## src/rtl/refresh_read_sequencer.sv

```systemverilog
module refresh_read_sequencer #(
  parameter int NUM_RANKS = 4,
  parameter int CNT_W     = 8,
  parameter int OCC_W     = 6
) (
  input  logic                       clk,
  input  logic                       rst_n,
  input  logic [NUM_RANKS-1:0]       refresh_due,
  input  logic [CNT_W-1:0]           extend_cycles,
  input  logic [CNT_W-1:0]           busy_cycles,
  input  logic [NUM_RANKS*OCC_W-1:0] rq_occ,
  input  logic [NUM_RANKS-1:0]       ref_ack,
  output logic [NUM_RANKS-1:0]       stream_extend,
  output logic [NUM_RANKS-1:0]       admit_block,
  output logic [NUM_RANKS-1:0]       drain_hi,
  output logic [NUM_RANKS-1:0]       ref_req,
  output logic [NUM_RANKS-1:0]       cmd_block
);

  typedef enum logic [2:0] {S_IDLE, S_EXTEND, S_GATE, S_REF, S_RECOVER} rank_st_t;

  localparam logic [CNT_W-1:0] ONE = CNT_W'(1);

  for (genvar g = 0; g < NUM_RANKS; g++) begin : g_rank
    rank_st_t         st;
    logic [CNT_W-1:0] cnt;
    logic             pend;
    logic             empty;
    logic             last;

    assign empty = (rq_occ[g*OCC_W +: OCC_W] == '0);
    assign last  = (cnt <= ONE);

    always_ff @(posedge clk) begin
      if (!rst_n) begin
        st   <= S_IDLE;
        cnt  <= '0;
        pend <= 1'b0;
      end else begin
        case (st)
          S_IDLE: begin
            if (refresh_due[g]) begin
              st  <= S_EXTEND;
              cnt <= extend_cycles;
            end
          end
          S_EXTEND: begin
            if (refresh_due[g]) pend <= 1'b1;
            if (last) st  <= S_GATE;
            else      cnt <= cnt - ONE;
          end
          S_GATE: begin
            if (refresh_due[g]) pend <= 1'b1;
            if (ref_req[g] && ref_ack[g]) begin
              st  <= S_REF;
              cnt <= busy_cycles;
            end
          end
          S_REF: begin
            if (refresh_due[g]) pend <= 1'b1;
            if (last) st  <= S_RECOVER;
            else      cnt <= cnt - ONE;
          end
          S_RECOVER: begin
            pend <= 1'b0;
            if (pend || refresh_due[g]) begin
              st  <= S_EXTEND;
              cnt <= extend_cycles;
            end else begin
              st <= S_IDLE;
            end
          end
          default: st <= S_IDLE;
        endcase
      end
    end

    assign stream_extend[g] = (st == S_EXTEND);
    assign drain_hi[g]      = (st == S_GATE);
    assign admit_block[g]   = (st == S_GATE) || (st == S_REF);
    assign ref_req[g]       = (st == S_GATE) && empty;
    assign cmd_block[g]     = (st == S_REF);
  end

endmodule

```

## config.mk

```make
export PLATFORM = sky130hd
export DESIGN_NAME = refresh_read_sequencer
export DESIGN_NICKNAME = d
export VERILOG_FILES = /design/src/rtl/refresh_read_sequencer.sv
export SDC_FILE = /design/constraint.sdc
export NUM_CORES = 1
export LEC_CHECK = 0
export ABC_AREA = 1
export CORE_UTILIZATION = 48
export DETAILED_ROUTE_END_ITERATION = 8
export PLACE_DENSITY = 0.78
export REMOVE_ABC_BUFFERS = 1
export SLEW_MARGIN = 30
export SYNTH_ARGS = -nofsm -noshare
export SYNTH_HDL_FRONTEND = slang
export SYNTH_SLANG_ARGS = --single-unit
```

## constraint.sdc

```tcl
create_clock -name clk -period 1.4 [get_ports clk]
set_input_delay 0.14 -clock clk [delete_from_list [all_inputs] [get_ports clk]]
set_output_delay 0.14 -clock clk [all_outputs]
set_load 0.01 [all_outputs]
```

-- After elaboration in Yosys (flattened, before gate mapping)
Index checks and enable logic that the tools add are counted.
W data, S select, Z words.
- flip-flop bits (word level): 48
- bits in latches: 0
- bits in writable memories: 0
- memory bits (read-only): 0
- bits of input ports: 50
- logic and storage cells: 168
- memories kept: 0
- $add $sub $neg: 4
- multiply operators: 0
- divide/modulo/power cells: 0
- $lt $le $gt $ge: 4
- equal/unequal tests: 44
- shift-type cells: 0
- multiplexer cells: 52
- bitwise operators: 0
- reduce and logical (&&, ||, !) cells: 52
- operators with widths (operator ; count):
    $mux W8 ; 16
    $pmux W8 S4 ; 4
    $pmux W3 S5 ; 4
    $mux W3 ; 16
    $le A8 B1 Y1 const B ; 4
    $ne A2 B1 Y1 const B ; 16
    $sub A8 B1 Y8 const B ; 4
    $eq A3 B2 Y1 const B ; 8
    $logic_not A6 Y1 ; 4
    $ne A2 B2 Y1 const B ; 12
    $reduce_and A5 Y1 ; 4
    $reduce_and A4 Y1 ; 4
    $reduce_bool A4 Y1 ; 4
    $eq A3 B1 Y1 const B ; 4
    $eq A3 B3 Y1 const B ; 4
    $logic_not A3 Y1 ; 4
    $reduce_or A3 Y1 ; 4
    $logic_and A1 B1 Y1 ; 8
    $logic_or A1 B1 Y1 ; 8
    $mux W1 ; 8
    $pmux W1 S2 ; 4
    $reduce_and A2 Y1 ; 4
    $reduce_bool A2 Y1 ; 4
    $reduce_or A2 Y1 ; 4

-- Logic depth before layout (Yosys ltp)
Gate-level depths: netlist (run 1).
- depth after elaboration: 5
- depth in mapped cells: 10
- depth with buffers taken out: 10

-- Least setup slack after synthesis (run 1)
OpenSTA, ideal clock, no wires.
- path type: flip-flop to flip-flop
- from: register g_rank[3].cnt[0]
- to: register g_rank[3].cnt[0]
- setup time: 0.113 ns
- data arrival time: 1.372 ns
- required time: 1.287 ns
- setup slack: -0.085 ns
- stages on the path, launching flop included: 10
- buffers on the path: 1
- period minus slack after synthesis: 1.485 ns
- path through: dfxtp_1 -> inv_1 -> ha_1 -> o21ai_0 -> nor2_1 -> nand2_1 -> nand3_2 -> buf_6 -> nor2_1 -> nor2_1
- cells in the longest elaborated chain, start to end: 3
- RTL lines (element ; RTL line ; RTL):
    from (decl) ; 26 ; logic [CNT_W-1:0] cnt;
    from (signal assigned) ; 44 ; cnt <= extend_cycles;
    from (signal assigned) ; 50 ; else cnt <= cnt - ONE;
    from (signal assigned) ; 56 ; cnt <= busy_cycles;
    $sub A8 B1 Y8 or $le A8 B1 Y1 (tied branches) ; 50, 62, 32 ;
    $mux W8 or $ne A2 B2 Y1 (tied branches) ; n/a ;
    $pmux W8 S4 or $reduce_and A5 Y1 (tied branches) ; n/a ;
Several ways; a longest one is shown, not always the timed one. The select of a mux whose other input is x is not followed.
A chain may end at the register's enable or synchronous reset.

-- Final worst setup path (run 1)
- from: register g_rank[0].cnt[4]
- to: register g_rank[0].cnt[6]
- cells in the longest elaborated chain, start to end: 3
- RTL lines (element ; RTL line):
    from (decl) ; 26
    from (signal assigned) ; 44
    from (signal assigned) ; 50
    from (signal assigned) ; 56
    $sub A8 B1 Y8 or $le A8 B1 Y1 (tied branches) ; 50, 62, 32
    $mux W8 or $ne A2 B2 Y1 (tied branches) ; n/a
    $pmux W8 S4 or $reduce_and A5 Y1 (tied branches) ; n/a
Several ways; a longest one is shown, not always the timed one. The select of a mux whose other input is x is not followed.

==> results of run 1 <==
-- placed cells by master, fill, tap and decap left out, drive strengths merged, types with 3 or more instances in the layout --
cell | synthesis | layout
dfxtp | 48 | 48
buf | 6 | 89
a21oi | 9 | 9
inv | 76 | 77
a22oi | 12 | 12
clkdlybuf4s15 | 0 | 5
o211ai | 3 | 3
o21ai | 20 | 20
nand2 | 197 | 197
nand4 | 10 | 10
clkbuf | 4 | 11
ha | 8 | 8
clkdlybuf4s50 | 0 | 49
dlygate4sd2 | 0 | 4
nor2 | 142 | 142
o221ai | 6 | 6
nand3 | 64 | 65
-- registers in the layout, indices dropped and copies added, names as in the netlist --
register,cells
g_rank.st,12
g_rank.cnt,32
g_rank.pend,4
-- final timing paths --
kind,startpoint,slack (ps),to,cells after the start
worst max-delay path,g_rank[0].cnt[4]$_SDFFE_PN0P_,-70,g_rank[0].cnt[6]$_SDFFE_PN0P_,9
worst min-delay path,g_rank[0].pend$_SDFFE_PN0P_,460,g_rank[0].pend$_SDFFE_PN0P_,2
worst max register to register,g_rank[0].cnt[4]$_SDFFE_PN0P_,-70,g_rank[0].cnt[6]$_SDFFE_PN0P_,9
worst min register to register,g_rank[0].pend$_SDFFE_PN0P_,460,g_rank[0].pend$_SDFFE_PN0P_,2
-- repair_timing --
action | CTS | global route
resized for setup | 100 | 130
pin swaps | 14 | 40
gates cloned | 2 | 4
setup endpoints to repair | 52 | 55
buffers inserted | 9 | 8
-- cell type report --
cell class              instances  area [um2]  area share
inverters                      76       307.8     0.05434
multi-input cells             480        2690      0.4749
flip-flops and latches         48       997.2      0.1761
repair buffers                153        1430      0.2525
clock inverters                 3       46.29    0.008173
well taps                      99       123.9     0.02187
clock buffers                   5       68.82     0.01215
-- critical path, cell delays in order, from the launching register on --
cell,delay (ps)
dfxtp_1,360
inv_1,120
nand2_1,100
nor2_1,210
nand3_2,120
nand3_4,140
clkbuf_16,190
nand2_2,40
nand2_1,50
nor2_1,40
-- power groups by stage --
stage / Combinational, uW / Sequential [uW] / Clock (uW)
after floorplan: 4980 / 2300 / 0
after global placement: 7780 / 2380 / 0
after detailed placement: 8010 / 2390 / 0
after CTS: 8480 / 2440 / 1100
after global routing: 11700 / 2640 / 1160
final: 10800 / 2580 / 1100
-- routing by layer --
metal  track usage  routed length (um)  share of wire
met5             0                   0              0
met1        0.3503                4742           0.37
met3       0.05784                1020          0.080
met4        0.1422                 610          0.048
met2        0.5119                6394           0.50
-- kinds of logic (layout without fill, tap and decap cells) --
group,Yosys count,after routing,synth area share
and+or+nand+nor,418,419,0.4932
buffers and inverters,86,237,0.1075
AOI/OAI and AO/OA,52,52,0.1001
DFF,48,48,0.2688
adders and majority gates,8,8,0.02800
xor gates and xnor gates,1,1,0.002451
-- metrics by stage --
stage          hold WS (ps)  cells  setup WS [ps]
4_1_cts               463.6    853         0.8421
3_3_place_gp          437.2    834         -120.2
6_report              463.3    864         -65.25
3_5_place_dp          449.6    834         -222.5
2_1_floorplan         260.4    603         -57.29
5_1_grt               493.1    864         -130.6
==> summary.md, run 1 <==
| Metric | Value |
|---|---|
| Power Internal | 7302 uW |
| Critical path class | reg2reg |
| Clock-pin slew on the worst setup and hold paths | 100 ps |
| First-pass GRT wire length | 18.18 mm |
| Initial antenna violation count | 0 |
| RePlAce Congestion | 0.8868 |
| Post-synth top area share | 0.2688 |
| Core Util, Final | 0.7851 |
| Logic pwr share | 0.746 |
| DR DRC count | 0 |
| Setup-failing EPs final | 22 |
| Input/output buffers | 69 |
| Via count | 4776 |
| Clk network pwr share | 0.076 |
| Number of synthesized flops with an enable pin | 0 |
| Total Power | around 14000 uW |
| Die width | slightly below 90 um |
| Syn. warnings | 0 |
| Post-synthesis sequential area ratio | 0.2688 |
| Top FF cell, synth | dfxtp_1 |
| Num CTS Buffers | 5 |
| Full die area | roughly 0.0078 mm2 |
| Row cnt | 31 |
| Hold Buf Count CTS | 0 |
| Final WL | 12.77 mm |
| Synth cell count leaders | nand2_1 (188), nor2_1 (141), inv_1 (67) |
| Net Sw Power | 7162 uW |
| Status | complete, but fails checks |
| Total grt overflow | 0 |
| Crit path required time | 1620 ps |
| Number of max-cap violations | 0 |
| Count leader, synth | nand2_1 |
| Post-Syn Instances | 613 |
| Seq cells post-synth | 48 |
| Count of final hold-check violations | 0 |
| Syn-to-layout area delta | 58.45% |
| CORE AREA | 0.007214 mm2 |
| Fill cells | 495 |
| Final Cycle Share | 1.047 |
| Drt initial violations | 363 |
| P_leak | 0.002713 uW |
| Routed vias/inst | between 5 and 6 |
| Clock insertion delay at the later pin of the skew report | 320 ps |
| Ant diodes | 0 |
| Tmin final | 1465 ps |
| Die Y | roughly 88 um |
| GRT Util Overall | 0.2956 |
| Failing checks | negative setup slack |
| CP Launch Type | register |
| Post-route setup TNS | -694.9 ps |
| Detail Placement HPWL | 7.789 mm |
| Share of power burned in registers | 0.178 |
| Pin count of the biggest net entering global routing | 37 |
| Final worst clock skew | 6.181 ps |
| Power per cell area | roughly 2600 mW/mm2 |
| Design area | 0.005664 mm2 |
| Crit end category | register |
| Yosys cell types | 31 |
| Fraction of final layout cells sized beyond drive strength 1 | 0.3320 |
| CTS tree | built |
| CP max FO | 8 |
| Clk root buf | clkbuf_8 |
| Measured slew at the worst slew-check pin | between 300 and 400 ps |
| Clock Sinks | 48 |
| Crit path DAT | 1680 ps |
| Placed inst area | 0.004826 mm2 |
| Antenna viol nets, final | 0 |
| Async SR Flop Fraction | 0 |
| Hold Path Class | reg2reg |
| Mean Syn Cell Area | approximately 5.8 um2 |
| Max_slew headroom | 0.7401 |
| Initial Utilization | 0.4955 |
| Setup repair after global routing missed its margin | yes |
| Vias in the first global route | ~4200 |
| Drt pass-1 iters | 6 |
| I/O Pins | 70 |
| Peak Freq | 682.5 MHz |
| Post-Syn Area | between 0.003 and 0.004 mm2 |
| Clk buf depth | 2 |
| Nets | 822 |
| Peak VDD IR | between 1.5 and 2 mV |
| H-tree depth | 2 |
| Top cell type by total area after synthesis | dfxtp_1 |
| Switching share of power | 0.4952 |
| Final setup margin | -65.25 ps |
| Wire per inst | 14.78 um |
| Largest cells by area after synthesis | dfxtp_1 (27%), nand2_1 (20%), nor2_1 (15%) |
| Fin. max-slew vios | 0 |
Power figures use the tool's default switching activity.
==> inputs of run 2 (changes only) <==
--- a/config.mk
+++ b/config.mk
@@ -10,6 +10,7 @@
 export DETAILED_ROUTE_END_ITERATION = 8
 export PLACE_DENSITY = 0.78
 export REMOVE_ABC_BUFFERS = 1
+export SKIP_CTS_REPAIR_TIMING = 1
 export SLEW_MARGIN = 30
 export SYNTH_ARGS = -nofsm -noshare
 export SYNTH_HDL_FRONTEND = slang
==> summary.md, run 2 (synthesized netlist as in run 1, its figures left out) <==
| Metric | Value |
|---|---|
| Status | complete, but fails checks (unchanged) |
| Failing checks | negative setup slack (unchanged) |
| Hold Path Class | reg2reg (unchanged) |
| Fraction of final layout cells sized beyond drive strength 1 | 0.3377 (was 0.3320) |
| Setup repair after global routing missed its margin | yes (unchanged) |
| H-tree depth | 2 (unchanged) |
| CP max stage delay | 370 ps (was 360 ps) |
| Count of final hold-check violations | 0 (unchanged) |
| Power Internal | 7309 uW (was 7302 uW) |
| CP max FO | 8 (unchanged) |
| Setup-failing EPs final | 25 (was 22) |
| CTS tree | built (unchanged) |
| Initial antenna violation count | 0 (unchanged) |
| Number of max-cap violations | 0 (unchanged) |
| Final worst clock skew | 6.062 ps (was 6.181 ps) |
| Clk root buf | clkbuf_8 (unchanged) |
| Net Sw Power | 7184 uW (was 7162 uW) |
| Vias in the first global route | 4049 (was 4211) |
| Input/output buffers | 69 (unchanged) |
| Final Cycle Share | 1.096 (was 1.047) |
| Crit path required time | 1610 ps (was 1620 ps) |
| Critical path class | reg2reg (unchanged) |
| Power per cell area | 2573 mW/mm2 (was 2554 mW/mm2) |
| Peak VDD IR | 1.787 mV (was 1.819 mV) |
| Critical path cell sequence | inv_1 -> ha_1 -> nand2_1 -> nand2_2 -> nand3_2 -> nand3_4 -> clkbuf_16 -> nor2_1 -> nor2_1 (was inv_1 -> nand2_1 -> nor2_1 -> nand3_2 -> nand3_4 -> clkbuf_16 -> nand2_2 -> nand2_1 -> nor2_1) |
| Slowest cell on the critical path | dfxtp_1 (unchanged) |
| Reg-to-reg slack, setup | -130 ps (was -70 ps) |
| Total Power | 14490 uW (was 14460 uW) |
| Commonest non-fill, non-tap cells in the layout | nand2_1 (149), nor2_1 (101), buf_4 (61) (was nand2_1 (157), nor2_1 (103), buf_4 (66)) |
| Die width | 88.30 um (unchanged) |
| Max FFs per register | 32 (unchanged) |
| Reg2reg end | g_rank[0].cnt[5]$_SDFFE_PN0P_ (was g_rank[0].cnt[6]$_SDFFE_PN0P_) |
| Tmin final | 1534 ps (was 1465 ps) |
| Measured slew at the worst slew-check pin | 385.6 ps (was 389.4 ps) |
| Crit end category | register (unchanged) |
| CP Capture Point | g_rank[0].cnt[5]$_SDFFE_PN0P_ (was g_rank[0].cnt[6]$_SDFFE_PN0P_) |
| Drt initial violations | 377 (was 363) |
| Worst r2r path cells | 9 (unchanged) |
| Fill cells | 506 (was 495) |
| Commonest non-fill, non-tap cell in the layout | nand2_1 (unchanged) |
| Worst r2r src | g_rank[0].cnt[1]$_SDFFE_PN0P_ (was g_rank[0].cnt[4]$_SDFFE_PN0P_) |
| CP Launch Type | register (unchanged) |
| Clock insertion delay at the later pin of the skew report | 310 ps (was 320 ps) |
| Antenna viol nets, final | 0 (unchanged) |
| Layout Cells excl Fill | 860 (was 864) |
| I/O Pins | 70 (unchanged) |
| Design area | 0.005633 mm2 (was 0.005664 mm2) |
| Share of power burned in registers | 0.175 (was 0.178) |
| Clk buf depth | 2 (unchanged) |
| Clk network pwr share | 0.075 (was 0.076) |
| Full die area | 0.007796 mm2 (unchanged) |
| First-pass GRT wire length | 17.33 mm (was 18.18 mm) |
| Post-placement cell count | 834 (unchanged) |
| Fin. max-slew vios | 0 (unchanged) |
| Initial Utilization | 0.4955 (unchanged) |
| Max_slew headroom | 0.7426 (was 0.7401) |
| Routed vias/inst | 5.514 (was 5.528) |
| Hold_ws | 465.0 ps (was 463.3 ps) |
| DR DRC count | 0 (unchanged) |
| Pin count of the biggest net entering global routing | 37 (unchanged) |
| Logic pwr share | 0.750 (was 0.746) |
| GRT Util Overall | 0.2810 (was 0.2956) |
| Crit path DAT | 1750 ps (was 1680 ps) |
| Final WL | 12.93 mm (was 12.77 mm) |
| Peak Freq | 651.7 MHz (was 682.5 MHz) |
| Clock Sinks | 48 (unchanged) |
| Placed inst area | 0.004826 mm2 (unchanged) |
| Switching share of power | 0.4957 (was 0.4952) |
| Drt pass-1 iters | 6 (unchanged) |
| Nets | 818 (was 822) |
| Wire per inst | 15.03 um (was 14.78 um) |
| Most frequent CP cell | nor2_1 |
| Ant diodes | 0 (unchanged) |
| Row cnt | 31 (unchanged) |
| Clock-pin slew on the worst setup and hold paths | 90 ps (was 100 ps) |
| Detail Placement HPWL | 7.789 mm (unchanged) |
| Biggest regs | g_rank.cnt (32), g_rank.st (12), g_rank.pend (4) (unchanged) |
| Via count | 4742 (was 4776) |
| Num CTS Buffers | 5 (unchanged) |
| Final setup margin | -134.4 ps (was -65.25 ps) |
| CORE AREA | 0.007214 mm2 (unchanged) |
| Total grt overflow | 0 (unchanged) |
| CP startpoint | g_rank[0].cnt[1]$_SDFFE_PN0P_ (was g_rank[0].cnt[4]$_SDFFE_PN0P_) |
| Post-route setup TNS | -1464 ps (was -694.9 ps) |
| P_leak | 0.002824 uW (was 0.002713 uW) |
| Die Y | 88.30 um (unchanged) |
| Largest reg by FF count | g_rank.cnt (unchanged) |
| Syn-to-layout area delta | 57.58% (was 58.45%) |
| RePlAce Congestion | 0.8868 (unchanged) |
run 2: per-stage QoR:
| step | utilization | setup WS, ps |
|---|---|---|
| after floorplan | - | -57.29 |
| after global placement | 0.6689 | -120.2 |
| after detailed placement | 0.6689 | -222.5 |
| after CTS | 0.6849 | -424.5 |
| after global routing | 0.7808 | -171.6 |
| final | 0.7808 | -134.4 |
run 2: worst min-delay path by stage:
stage	from	to	cells after the start
2_1_floorplan	rst_n	g_rank[2].cnt[2]$_SDFFE_PN0P_	2
3_3_place_gp	g_rank[1].pend$_SDFFE_PN0P_	g_rank[1].pend$_SDFFE_PN0P_	2
3_5_place_dp	g_rank[0].pend$_SDFFE_PN0P_	g_rank[0].pend$_SDFFE_PN0P_	2
4_1_cts	g_rank[0].pend$_SDFFE_PN0P_	g_rank[0].pend$_SDFFE_PN0P_	2
5_1_grt	g_rank[0].pend$_SDFFE_PN0P_	g_rank[0].pend$_SDFFE_PN0P_	2
6_report	g_rank[0].pend$_SDFFE_PN0P_	g_rank[0].pend$_SDFFE_PN0P_	2
run 2: critical path, delay by kind of cell, from the launching register on:
kind          cells  cell delay (ps)
flops             1              370
simple gates      6              550
fa+ha+maj         1              220
buf+inv           2              290
run 2: area by class of cell:
cell class	count	area [um2]	area share
Multi-Input combinational cell	480	2670	0.4740
Timing Repair Buffer	149	1436	0.2550
Sequential cell	48	989.7	0.1757
Inverter	76	297.8	0.05287
Tap cell	99	123.9	0.02199
Clock buffer	5	68.82	0.01222
Clock inverter	3	46.29	0.008219
run 2: power by group through the flow:
stage          Sequential (uW)  Combinational, uW  Clock [uW]
4_1_cts                   2370               8080        1100
5_1_grt                   2580              11800        1140
3_3_place_gp              2380               7780           0
2_1_floorplan             2300               4980           0
6_report                  2530              10900        1080
3_5_place_dp              2390               8010           0
run 2: layer usage:
metal / share of wire / global-route usage / vias up
met2: 0.50 / 0.4860 / 268
met5: 0 / 0 / -
met1: 0.36 / 0.3429 / 2145
met4: 0.056 / 0.1202 / 0
li1: - / - / 2252
met3: 0.083 / 0.04944 / 77
